### src/rtl/prog_latch_pkg.sv
package prog_latch_pkg;
  typedef struct packed {
    logic ce_n;
    logic oe_n;
    logic we_n;
  } ctl_pins_t;
endpackage

### src/rtl/pin_sync.sv
module pin_sync #(
  parameter int W = 3,
  parameter int STAGES = 2,
  parameter logic [W-1:0] RST_VAL = '1
) (
  input  logic         clk,
  input  logic         rst_n,
  input  logic [W-1:0] d,
  output logic [W-1:0] q
);
  logic [W-1:0] stg [STAGES];

  generate
    for (genvar i = 0; i < STAGES; i++) begin : g_stage
      if (i == 0) begin : g_first
        always_ff @(posedge clk or negedge rst_n) begin
          if (!rst_n) stg[i] <= RST_VAL;
          else        stg[i] <= d;
        end
      end else begin : g_next
        always_ff @(posedge clk or negedge rst_n) begin
          if (!rst_n) stg[i] <= RST_VAL;
          else        stg[i] <= stg[i-1];
        end
      end
    end
  endgenerate

  assign q = stg[STAGES-1];
endmodule

### src/rtl/strobe_qual.sv
module strobe_qual
  import prog_latch_pkg::*;
#(
  parameter int AW = 13,
  parameter int DW = 8,
  parameter int MIN_PULSE = 3
) (
  input  logic            clk,
  input  logic            rst_n,
  input  ctl_pins_t       pins_s,
  input  logic [AW-1:0]   addr_in,
  input  logic [DW-1:0]   data_in,
  input  logic            blocked,
  input  logic            busy_in,
  output logic            strobe_open,
  output logic            accept,
  output logic [AW-1:0]   wr_addr,
  output logic [DW-1:0]   wr_data
);
  localparam int LW = $clog2(MIN_PULSE + 1);
  localparam logic [LW-1:0] LEN_MAX = LW'(MIN_PULSE);

  logic            open_q;
  logic [LW-1:0]   len_q, len_d;
  logic [AW-1:0]   shadow_q, shadow_d;
  logic [AW-1:0]   addr_q, addr_d;
  logic [DW-1:0]   data_q, data_d;
  logic            opening, closing, closed_by_strobe;

  always_comb begin
    strobe_open      = ~pins_s.ce_n & ~pins_s.we_n & pins_s.oe_n;
    opening          = strobe_open & ~open_q;
    closing          = ~strobe_open & open_q;
    closed_by_strobe = pins_s.ce_n | pins_s.we_n;
    accept           = closing & closed_by_strobe & (len_q >= LEN_MAX) & ~blocked;

    len_d = '0;
    if (strobe_open) len_d = (len_q == LEN_MAX) ? len_q : len_q + 1'b1;

    shadow_d = opening ? addr_in : shadow_q;
    addr_d   = accept ? shadow_q : addr_q;
    data_d   = accept ? data_in  : data_q;
  end

  always_ff @(posedge clk or negedge rst_n) begin
    if (!rst_n) begin
      open_q   <= 1'b0;
      len_q    <= '0;
      shadow_q <= '0;
      addr_q   <= '0;
      data_q   <= '0;
    end else begin
      open_q   <= strobe_open;
      len_q    <= len_d;
      shadow_q <= shadow_d;
      addr_q   <= addr_d;
      data_q   <= data_d;
    end
  end

  assign wr_addr = addr_q;
  assign wr_data = data_q;

  // no write is taken from a strobe shorter than the minimum
  a_r5_min_length: assert property (@(posedge clk) disable iff (!rst_n)
    accept |-> (len_q >= LEN_MAX));
  // never accept while programming is in progress
  a_r9_no_accept_busy: assert property (@(posedge clk) disable iff (!rst_n)
    accept |-> !busy_in);
  // the captured outputs only move on an accepted write
  a_r4_hold_outputs: assert property (@(posedge clk) disable iff (!rst_n)
    !accept |=> ($stable(addr_q) && $stable(data_q)));
endmodule

### src/rtl/load_timer.sv
module load_timer #(
  parameter int LOAD_CYCLES = 5000
) (
  input  logic clk,
  input  logic rst_n,
  input  logic accept,
  input  logic hold,
  output logic expire
);
  localparam int TW = $clog2(LOAD_CYCLES + 1);
  localparam logic [TW-1:0] LAST = TW'(LOAD_CYCLES - 1);

  logic          pend_q, pend_d;
  logic [TW-1:0] cnt_q, cnt_d;

  always_comb begin
    pend_d = pend_q;
    cnt_d  = cnt_q;
    expire = 1'b0;
    if (accept) begin
      pend_d = 1'b1;
      cnt_d  = '0;
    end else if (hold) begin
      cnt_d  = '0;
    end else if (pend_q) begin
      if (cnt_q == LAST) begin
        expire = 1'b1;
        pend_d = 1'b0;
        cnt_d  = '0;
      end else begin
        cnt_d  = cnt_q + 1'b1;
      end
    end
  end

  always_ff @(posedge clk or negedge rst_n) begin
    if (!rst_n) begin
      pend_q <= 1'b0;
      cnt_q  <= '0;
    end else begin
      pend_q <= pend_d;
      cnt_q  <= cnt_d;
    end
  end

  // an open strobe keeps the count at zero
  a_r10_hold_clear: assert property (@(posedge clk) disable iff (!rst_n)
    (hold && !accept) |=> (cnt_q == '0));
  // expiry only follows a pending load
  a_r6_expire_pending: assert property (@(posedge clk) disable iff (!rst_n)
    expire |-> pend_q);
endmodule

### src/rtl/prog_seq.sv
module prog_seq #(
  parameter int PROG_CYCLES = 250000,
  parameter int INHIBIT_CYCLES = 500000
) (
  input  logic clk,
  input  logic rst_n,
  input  logic expire,
  output logic prog_start,
  output logic busy,
  output logic inhibit
);
  localparam int PW = $clog2(PROG_CYCLES + 1);
  localparam int IW = $clog2(INHIBIT_CYCLES + 1);
  localparam logic [PW-1:0] P_LAST = PW'(PROG_CYCLES - 1);
  localparam logic [IW-1:0] I_LAST = IW'(INHIBIT_CYCLES - 1);

  logic          start_q, busy_q, busy_d, inh_q, inh_d;
  logic [PW-1:0] pc_q, pc_d;
  logic [IW-1:0] ic_q, ic_d;

  always_comb begin
    busy_d = busy_q;
    pc_d   = pc_q;
    if (expire) begin
      busy_d = 1'b1;
      pc_d   = '0;
    end else if (busy_q) begin
      if (pc_q == P_LAST) busy_d = 1'b0;
      else                pc_d   = pc_q + 1'b1;
    end

    inh_d = inh_q;
    ic_d  = ic_q;
    if (inh_q) begin
      if (ic_q == I_LAST) inh_d = 1'b0;
      else                ic_d  = ic_q + 1'b1;
    end
  end

  always_ff @(posedge clk or negedge rst_n) begin
    if (!rst_n) begin
      start_q <= 1'b0;
      busy_q  <= 1'b0;
      pc_q    <= '0;
      inh_q   <= 1'b1;
      ic_q    <= '0;
    end else begin
      start_q <= expire;
      busy_q  <= busy_d;
      pc_q    <= pc_d;
      inh_q   <= inh_d;
      ic_q    <= ic_d;
    end
  end

  assign prog_start = start_q;
  assign busy       = busy_q;
  assign inhibit    = inh_q;

  // busy is raised together with the start pulse
  a_r7_busy_with_start: assert property (@(posedge clk) disable iff (!rst_n)
    prog_start |-> busy);
  // the start pulse lasts a single cycle
  a_r6_single_pulse: assert property (@(posedge clk) disable iff (!rst_n)
    prog_start |=> !prog_start);
  // once the lockout ends it never returns
  a_r8_inhibit_once: assert property (@(posedge clk) disable iff (!rst_n)
    !inhibit |=> !inhibit);
endmodule

### src/rtl/prog_latch_ctrl.sv
module prog_latch_ctrl
  import prog_latch_pkg::*;
#(
  parameter int AW = 13,
  parameter int DW = 8,
  parameter int SYNC_STAGES = 2,
  parameter int MIN_PULSE = 3,
  parameter int LOAD_CYCLES = 5000,
  parameter int PROG_CYCLES = 250000,
  parameter int INHIBIT_CYCLES = 500000
) (
  input  logic          clk,
  input  logic          rst_n,
  input  logic          ce_n,
  input  logic          oe_n,
  input  logic          we_n,
  input  logic [AW-1:0] addr_in,
  input  logic [DW-1:0] data_in,
  output logic [AW-1:0] wr_addr,
  output logic [DW-1:0] wr_data,
  output logic          prog_start,
  output logic          busy
);
  localparam int PIN_W = $bits(ctl_pins_t);

  ctl_pins_t pins_raw, pins_s;
  logic      strobe_open, accept, expire, inhibit, blocked;

  assign pins_raw = '{ce_n: ce_n, oe_n: oe_n, we_n: we_n};
  assign blocked  = inhibit | busy;

  pin_sync #(.W(PIN_W), .STAGES(SYNC_STAGES), .RST_VAL('1)) u_sync (
    .clk(clk), .rst_n(rst_n), .d(pins_raw), .q(pins_s)
  );

  strobe_qual #(.AW(AW), .DW(DW), .MIN_PULSE(MIN_PULSE)) u_qual (
    .clk(clk), .rst_n(rst_n), .pins_s(pins_s), .addr_in(addr_in),
    .data_in(data_in), .blocked(blocked), .busy_in(busy),
    .strobe_open(strobe_open), .accept(accept),
    .wr_addr(wr_addr), .wr_data(wr_data)
  );

  load_timer #(.LOAD_CYCLES(LOAD_CYCLES)) u_timer (
    .clk(clk), .rst_n(rst_n), .accept(accept), .hold(strobe_open),
    .expire(expire)
  );

  prog_seq #(.PROG_CYCLES(PROG_CYCLES), .INHIBIT_CYCLES(INHIBIT_CYCLES)) u_seq (
    .clk(clk), .rst_n(rst_n), .expire(expire), .prog_start(prog_start),
    .busy(busy), .inhibit(inhibit)
  );

  // nothing is accepted during the power-up lockout
  a_r8_no_accept_inhibit: assert property (@(posedge clk) disable iff (!rst_n)
    accept |-> !inhibit);
  // programming cannot restart while already busy
  a_r7_no_restart: assert property (@(posedge clk) disable iff (!rst_n)
    busy |-> !expire);
endmodule

### config.mk
export PLATFORM = sky130hd
export DESIGN_NAME = prog_latch_ctrl
export DESIGN_NICKNAME = d
export VERILOG_FILES = /design/src/rtl/prog_latch_pkg.sv /design/src/rtl/pin_sync.sv /design/src/rtl/strobe_qual.sv /design/src/rtl/load_timer.sv /design/src/rtl/prog_seq.sv /design/src/rtl/prog_latch_ctrl.sv
export SDC_FILE = /design/constraint.sdc
export NUM_CORES = 1
export LEC_CHECK = 0
export CORE_MARGIN = 3
export CORE_UTILIZATION = 45
export DETAILED_ROUTE_END_ITERATION = 10
export DONT_BUFFER_PORTS = 1
export MAX_ROUTING_LAYER = met4
export SYNTH_ARGS = -nofsm -noshare
export SYNTH_HDL_FRONTEND = slang
export SYNTH_HIERARCHICAL = 1
export SYNTH_SLANG_ARGS = --single-unit
### constraint.sdc
create_clock -name clk -period 3.8 [get_ports clk]
set_input_delay 0.95 -clock clk [delete_from_list [all_inputs] [get_ports clk]]
set_output_delay 0.95 -clock clk [all_outputs]
set_load 0.02 [all_outputs]
==> reports/results.tsv, run 1 <==
stage	metric	value	unit
grt	grt_pass1_wl	13900	microns
synthesis	syn_area	4564	sq um
critical_path	path_cells	or2_1, nor2_2, buf_4, or3b_1, nor4_2, buf_4, nor2_1, mux2_1	
grt	grt_pass1_vias	2954	
floorplanning	num_io_pins	49	
cts	cts_sinks	97	
layout	antenna_cells	0	
drt	firstDrtPassIters	6	
layout	layout_commonest_cell	dfrtp_1	
layout	fill_cells	925	
power	power	0.001802	W
critical_path	rrSetupSlack	1.13	ns
grt	grt_max_degree	98	
floorplanning	die_area	11390	sq um
cts	cts_resized	0	
cts	cts-root-buf	clkbuf_8	
layout	stdcell_area	4826	sq um
placement	place_area	4632	sq um
power	swShare	21.61	%
status	status	finished, final reports clean	
cts	cts_hold_buffers	0	
cts	clk-insertion-delay-late	0.35	ns
grt	antenna_found_initial	0	
drt	avgRoutedWirePerCell	15.12	microns
drt	drtIter0Drc	146	
placement	dpl.hpwl	5485	microns
sta	min_period	2.670	ns
synthesis	synth_edf_count	0	
placement	gpl.final_weighted_congestion	0.8558	
floorplanning	core	9819	sq um
layout	finalNonFillerCells	530	
layout	finish.utilization	49.15	%
layout	final-seq-area	2436	sq um
critical_path	cp.arrival	2.92	ns
sta	fin_skew	0.008153	ns
cts	tritoncts	done	
layout	nets	422	
layout	layout-area-overhead-vs-synth	5.729	%
synthesis	synthCells	394	
synthesis	ys_ff_latch	97	
synthesis	syn_area_per_cell	11.58	sq um
power	p_seq_share	60.4	%
synthesis	syn_nets	424	
flow_run	cap_violations	0	
critical_path	cp.required	4.05	ns
sta	hold_violations	0	
synthesis	synth.distinct_cells	61	
drt	drc	0	
synthesis	async_flop_share	100.0	%
power	power_switching	0.0003893	W
drt	vias	2960	
floorplanning	start_util	46.48	%
synthesis	synth_top_cell_area_share	49.34	%
sta	worstMarginPinSlew	0.6001	ns
power	p_clk_share	36.5	%
power	p_int	0.001412	W
sta	slew_headroom	59.85	%
grt	overflow	0	
power	p_per_area	373.3	nW/um^2
critical_path	crit_type	reg2reg	
placement	placed_cells	514	
sta	rsz0062_at_grt	false	
floorplanning	row_count	36	
cts	cts_made_buffers	9	
synthesis	synth_warnings	6	
synthesis	synth-main-ff-cell	dfrtp_1	
cts	post_cts_buffers	0	
power	ir_worst_vdd	203.4	uV
drt	via_per_inst	5.585	
synthesis	synth_area_leaders	dfrtp_1 (49%), mux2_2 (6.4%), dfstp_2 (4.0%), mux2_4 (3.3%), nand3_1 (2.4%)	
sta	report.final.slew_viol_count	0	
sta	clock.fmax	0.3745	GHz
floorplanning	die_h	106.7	microns
power	p_comb_share	3.2	%
drt	ant_nets	0	
grt	grt_usage	15.31	%
critical_path	crit_fanout	25	
critical_path	end_kind	register	
layout	mostFrequentLayoutCells	dfrtp_1 (90), nand2_1 (29), mux2_2 (26)	
sta	finalSetupTns	0	ns
critical_path	cp_slowest_cell	dfrtp_1	
placement	io_buffer_count	0	
cts	htreeDepth	3	
power	leakage	2.114	nW
critical_path	cp_common_cell	buf_4	
layout	drive_gt1_share	18.64	%
synthesis	synth_top_cell_by_area	dfrtp_1	
critical_path	cp-start-kind	register	
layout	multi_input_area	1981	sq um
synthesis	ys_seq_area_share	53.37	%
critical_path	max_stage_delay	0.66	ns
drt	wl	8011	microns
cts	cts_max_path_buffers	2	
floorplanning	die_w	106.7	microns
sta	setup_viol_count_final	0	
sta	final.period_utilization	70.26	%
min_path	holdCritPathClass	in2async	
cts	clk_pin_slew	0.09	ns
-- power by group through the flow --
stage               sequential [W]  combinational, W  clock [W]
floorplan                  0.00110         0.0000539          0
global route               0.00109         0.0000615   0.000718
finish                     0.00109         0.0000570   0.000657
detailed placement         0.00111         0.0000566          0
global placement           0.00111         0.0000553          0
CTS                        0.00109         0.0000578   0.000687
-- synthesized netlist by cell type, types with 2 or more instances --
cell and instances:
nand3_1 22, o31ai_1 9, mux2i_1 2, dfstp_2 7, o21ai_0 8, or4b_1 2
dfrtp_1 90, buf_4 3, nor4_1 10, nor2b_1 2, xor2_1 12, nand2b_1 6
buf_6 3, inv_1 8, buf_2 3, or3_1 10, ha_1 4, or4_1 6
nor3_1 10, xnor2_1 10, or2_1 2, nor4b_1 4, o311ai_0 2, nand2_1 29
nor2_1 22, a21oi_1 9, and2_1 3, o41ai_1 4, nand4_2 2, mux2_4 10
and4_1 4, clkbuf_1 4, mux2_2 26, o211ai_1 2, and3_1 3, nand4_1 16
-- worst paths after layout --
path                                          from  cells past startpoint                            end
setup / recovery              u_seq/busy$_DFF_PN0_                      8      u_seq/pc_q[0]$_DFFE_PN0P_
hold / removal                               rst_n                      0  u_qual/wr_addr[0]$_DFFE_PN0P_
setup reg to reg              u_seq/busy$_DFF_PN0_                      8      u_seq/pc_q[0]$_DFFE_PN0P_
hold reg to reg            u_sync/stg[5]$_DFF_PN1_                      0          u_sync/q[2]$_DFF_PN1_
max in group asynchronous                    rst_n                      0          u_sync/q[1]$_DFF_PN1_
min in group clk           u_sync/stg[5]$_DFF_PN1_                      0          u_sync/q[2]$_DFF_PN1_
-- flip-flops by register name, summed over array words and instances, names as in the netlist --
register          count
u_qual/len_q          2
u_qual/open_q         1
u_qual/shadow_q      13
u_qual/wr_addr       13
u_qual/wr_data        8
u_seq/busy            1
u_seq/ic_q           19
u_seq/inhibit         1
u_seq/pc_q           18
u_seq/prog_start      1
u_sync/q              3
u_sync/stg            3
u_timer/cnt_q        13
u_timer/pend_q        1
-- layer usage --
| metal | track usage, % | vias to the layer above | share of wire, % |
|---|---|---|---|
| met5 | - | - | 0 |
| met3 | 2.890 | 10 | 3.8 |
| li1 | - | 1440 | - |
| met2 | 23.07 | 52 | 44 |
| met1 | 20.66 | 1458 | 51 |
| met4 | 6.027 | 0 | 1.6 |
-- area by class of cell --
class	instances	share of cell area, %
inverter	9	0.7000
multi-input combinational	273	41.04
timing repair buffer	2	0.3111
sequential	97	50.48
clock buffer	9	2.567
clock inverter	7	1.452
tap	133	3.448
-- cell families (layout without fill, tap and decap cells) --
kind of cell | Yosys count | in the layout | synth area share (%)
adders and majority gates | 4 | 4 | 1.097
buffers and inverters | 24 | 27 | 3.371
muxes | 39 | 39 | 10.39
DFF | 97 | 97 | 53.37
AOI/OAI and AO/OA | 42 | 42 | 6.387
xor gates and xnor gates | 22 | 22 | 4.221
and+or+nand+nor | 166 | 166 | 21.16
-- critical path, delay by kind of cell (launching register included) --
family / cells / cell delay [ns]
buffers and inverters: 2 / 0.53
DFF: 1 / 0.66
and+or+nand+nor: 5 / 1.07
muxes: 1 / 0.28
-- stage by stage --
step	setup WS [ns]	hold WS, ns
after floorplan	1.051	0.3452
after global placement	1.150	0.3479
after detailed placement	1.102	0.3468
after CTS	1.079	0.2541
after global routing	0.9242	0.2479
final	1.130	0.2787
No activity file was read; power rests on OpenSTA's default activity.
==> inputs of run 2 (changes only) <==
- clock period: 3.8 -> 2.5 ns (I/O delays scaled with it)
==> run 2 against run 1 <==
Effect of this change: the run now ends with hold timing left; first-iteration DRC count shrank 27%; cell area grew 1.0%; setup slack lost 0.79 ns; via count grew 1.1%; final cell count grew 0.94%; sequential cell count is the same; power grew 51%; sequential share of layout area shrank 0.52 points; utilization grew 0.51 points; sequential power grew 52%; fmax grew 24%; global-route usage grew 0.30 points; critical path type unchanged.
==> reports/results.tsv, run 2 (synthesis results as in run 1) <==
stage	metric	value	unit	change
drt	avgRoutedWirePerCell	15.32	microns	+1.3%
status	violations	hold timing		
sta	finalSetupTns	0	ns	unchanged
cts	cts-root-buf	clkbuf_8		
placement	io_buffer_count	0		unchanged
floorplanning	core	9819	sq um	unchanged
cts	tritoncts	done		
cts	cts_resized	0		unchanged
sta	hold_violations	90		+90
floorplanning	die_h	106.7	microns	unchanged
grt	grt_usage	15.61	%	+0.30 points
drt	drtIter0Drc	107		-27%
critical_path	cp.required	2.74	ns	-1.31 ns
critical_path	crit_type	reg2reg		
sta	worstMarginPinSlew	0.5161	ns	-0.08399 ns
min_path	holdCritPathClass	in2async		
layout	reg_top3	u_seq/ic_q: 19 flops, u_seq/pc_q: 18 flops		
layout	antenna_cells	0		unchanged
cts	post_cts_buffers	0		unchanged
placement	gpl.final_weighted_congestion	0.8675		+1.4%
layout	drive_gt1_share	19.65	%	+1.0 points
critical_path	cp.arrival	2.40	ns	-0.52 ns
sta	min_period	2.157	ns	-0.5133 ns
drt	ant_nets	0		unchanged
layout	finalNonFillerCells	535		+0.94%
layout	nets	427		+1.2%
grt	antenna_found_initial	0		unchanged
cts	cts_made_buffers	9		unchanged
layout	mostFrequentLayoutCells	dfrtp_1 (90), nand2_1 (29), mux2_2 (26)		
cts	cts_sinks	97		unchanged
critical_path	cp-start-kind	register		
power	p_per_area	557.2	nW/um^2	+49%
sta	fin_skew	0.01286	ns	+0.004706 ns
status	status	finished, violations left		
layout	largest_reg_flops	19		unchanged
floorplanning	die_area	11390	sq um	unchanged
floorplanning	row_count	36		unchanged
floorplanning	die_w	106.7	microns	unchanged
grt	grt_max_degree	98		unchanged
flow_run	cap_violations	0		unchanged
layout	layout-area-overhead-vs-synth	6.826	%	
drt	vias	2992		+1.1%
grt	grt_pass1_vias	2901		-1.8%
drt	wl	8194	microns	+2.3%
sta	whs	-0.04624	ns	-0.3250 ns
critical_path	end_kind	register		
sta	slew_headroom	65.50	%	+5.7 points
sta	final.period_utilization	86.27	%	+16 points
cts	clk-insertion-delay-late	0.35	ns	about the same
grt	grt_pass1_wl	14060	microns	+1.2%
sta	setup_viol_count_final	0		unchanged
layout	largest_register	u_seq/ic_q		
cts	cts_max_path_buffers	2		unchanged
layout	layout_commonest_cell	dfrtp_1		
drt	firstDrtPassIters	5		-1
cts	clk_pin_slew	0.10	ns	about the same
power	leakage	2.139	nW	+1.2%
floorplanning	num_io_pins	49		unchanged
sta	clock.fmax	0.4637	GHz	+24%
placement	dpl.hpwl	5486	microns	about the same
cts	htreeDepth	3		unchanged
drt	drc	0		unchanged
critical_path	crit_fanout	25		unchanged
placement	placed_cells	519		+0.97%
drt	via_per_inst	5.593		+0.14%
sta	report.final.slew_viol_count	0		unchanged
grt	overflow	0		unchanged
power	ir_worst_vdd	337.8	uV	+66%
sta	rsz0062_at_grt	false		
floorplanning	start_util	46.48	%	unchanged
run 2: cell count changes in the layout (fill, tap and decap cells not counted):
| cell | previous run | this run |
|---|---|---|
| buf_4 | 2 | 7 |
| clkinv_2 | 3 | 0 |
| clkinv_4 | 1 | 3 |
| inv_8 | 0 | 2 |
| bufinv_16 | 1 | 0 |
| clkinv_8 | 0 | 1 |
| clkinvlp_4 | 1 | 0 |
| nor4_2 | 1 | 0 |
| nor4_4 | 0 | 1 |
run 2: routing by layer:
| metal | vias to the layer above | part of all wire [%] | global-route usage [%] |
|---|---|---|---|
| li1 | 1448 | - | - |
| met2 | 71 | 47 | 24.15 |
| met3 | 6 | 4.8 | 3.793 |
| met1 | 1467 | 48 | 20.70 |
| met4 | 0 | 0.87 | 4.384 |
| met5 | - | 0 | - |
run 2: final cells by class:
| type | count | area (sq um) |
|---|---|---|
| clock inverter | 7 | 73.82 |
| fill | 933 | 4943 |
| tap | 133 | 166.4 |
| sequential | 97 | 2436 |
| inverter | 9 | 33.78 |
| timing repair buffer | 7 | 52.55 |
| clock buffer | 9 | 123.9 |
| multi-input combinational | 273 | 1989 |
run 2: where the power goes:
part / switching (W) / total, W / internal (W)
registers: 0.0000303 / 0.00166 / 0.00162
logic: 0.0000249 / 0.0000853 / 0.0000604
clock network: 0.000583 / 0.000976 / 0.000393
total: 0.000639 / 0.00272 / 0.00208
run 2: worst max-delay path, cell delays in order (launching register included):
cell	delay (ns)
dfrtp_1	0.40
ha_1	0.25
o211ai_1	0.12
nor2_2	0.05
or3b_1	0.43
nor4_4	0.13
buf_4	0.30
nor2_1	0.08
mux2_1	0.29
run 2: stage by stage:
stage	area, sq um	setup slack [ns]	hold WS [ns]	utilization (%)	total power [W]
finish	4876	0.3433	-0.04624	49.66	0.002717
global placement	4678	0.3698	0.3345	47.64	0.001766
CTS	4876	0.3284	-0.06887	49.66	0.002766
floorplan	4579	0.1102	0.3294	-	0.001759
detailed placement	4678	0.3325	0.3330	47.64	0.001773
global route	4876	0.1506	-0.08426	49.66	0.002845
run 2: final timing paths:
kind,from,end,slack [ns],cells after the start
max,u_qual/len_q[0]$_DFFE_PN0P_,u_seq/pc_q[0]$_DFFE_PN0P_,0.34,8
min,rst_n,u_seq/pc_q[4]$_DFFE_PN0P_,-0.05,0
max reg2reg,u_qual/len_q[0]$_DFFE_PN0P_,u_seq/pc_q[0]$_DFFE_PN0P_,0.34,8
min reg2reg,u_sync/stg[5]$_DFF_PN1_,u_sync/q[2]$_DFF_PN1_,0.36,0
max in group asynchronous,rst_n,u_sync/q[1]$_DFF_PN1_,2.31,0
min in group clk,ce_n,u_sync/stg[5]$_DFF_PN1_,0.27,0
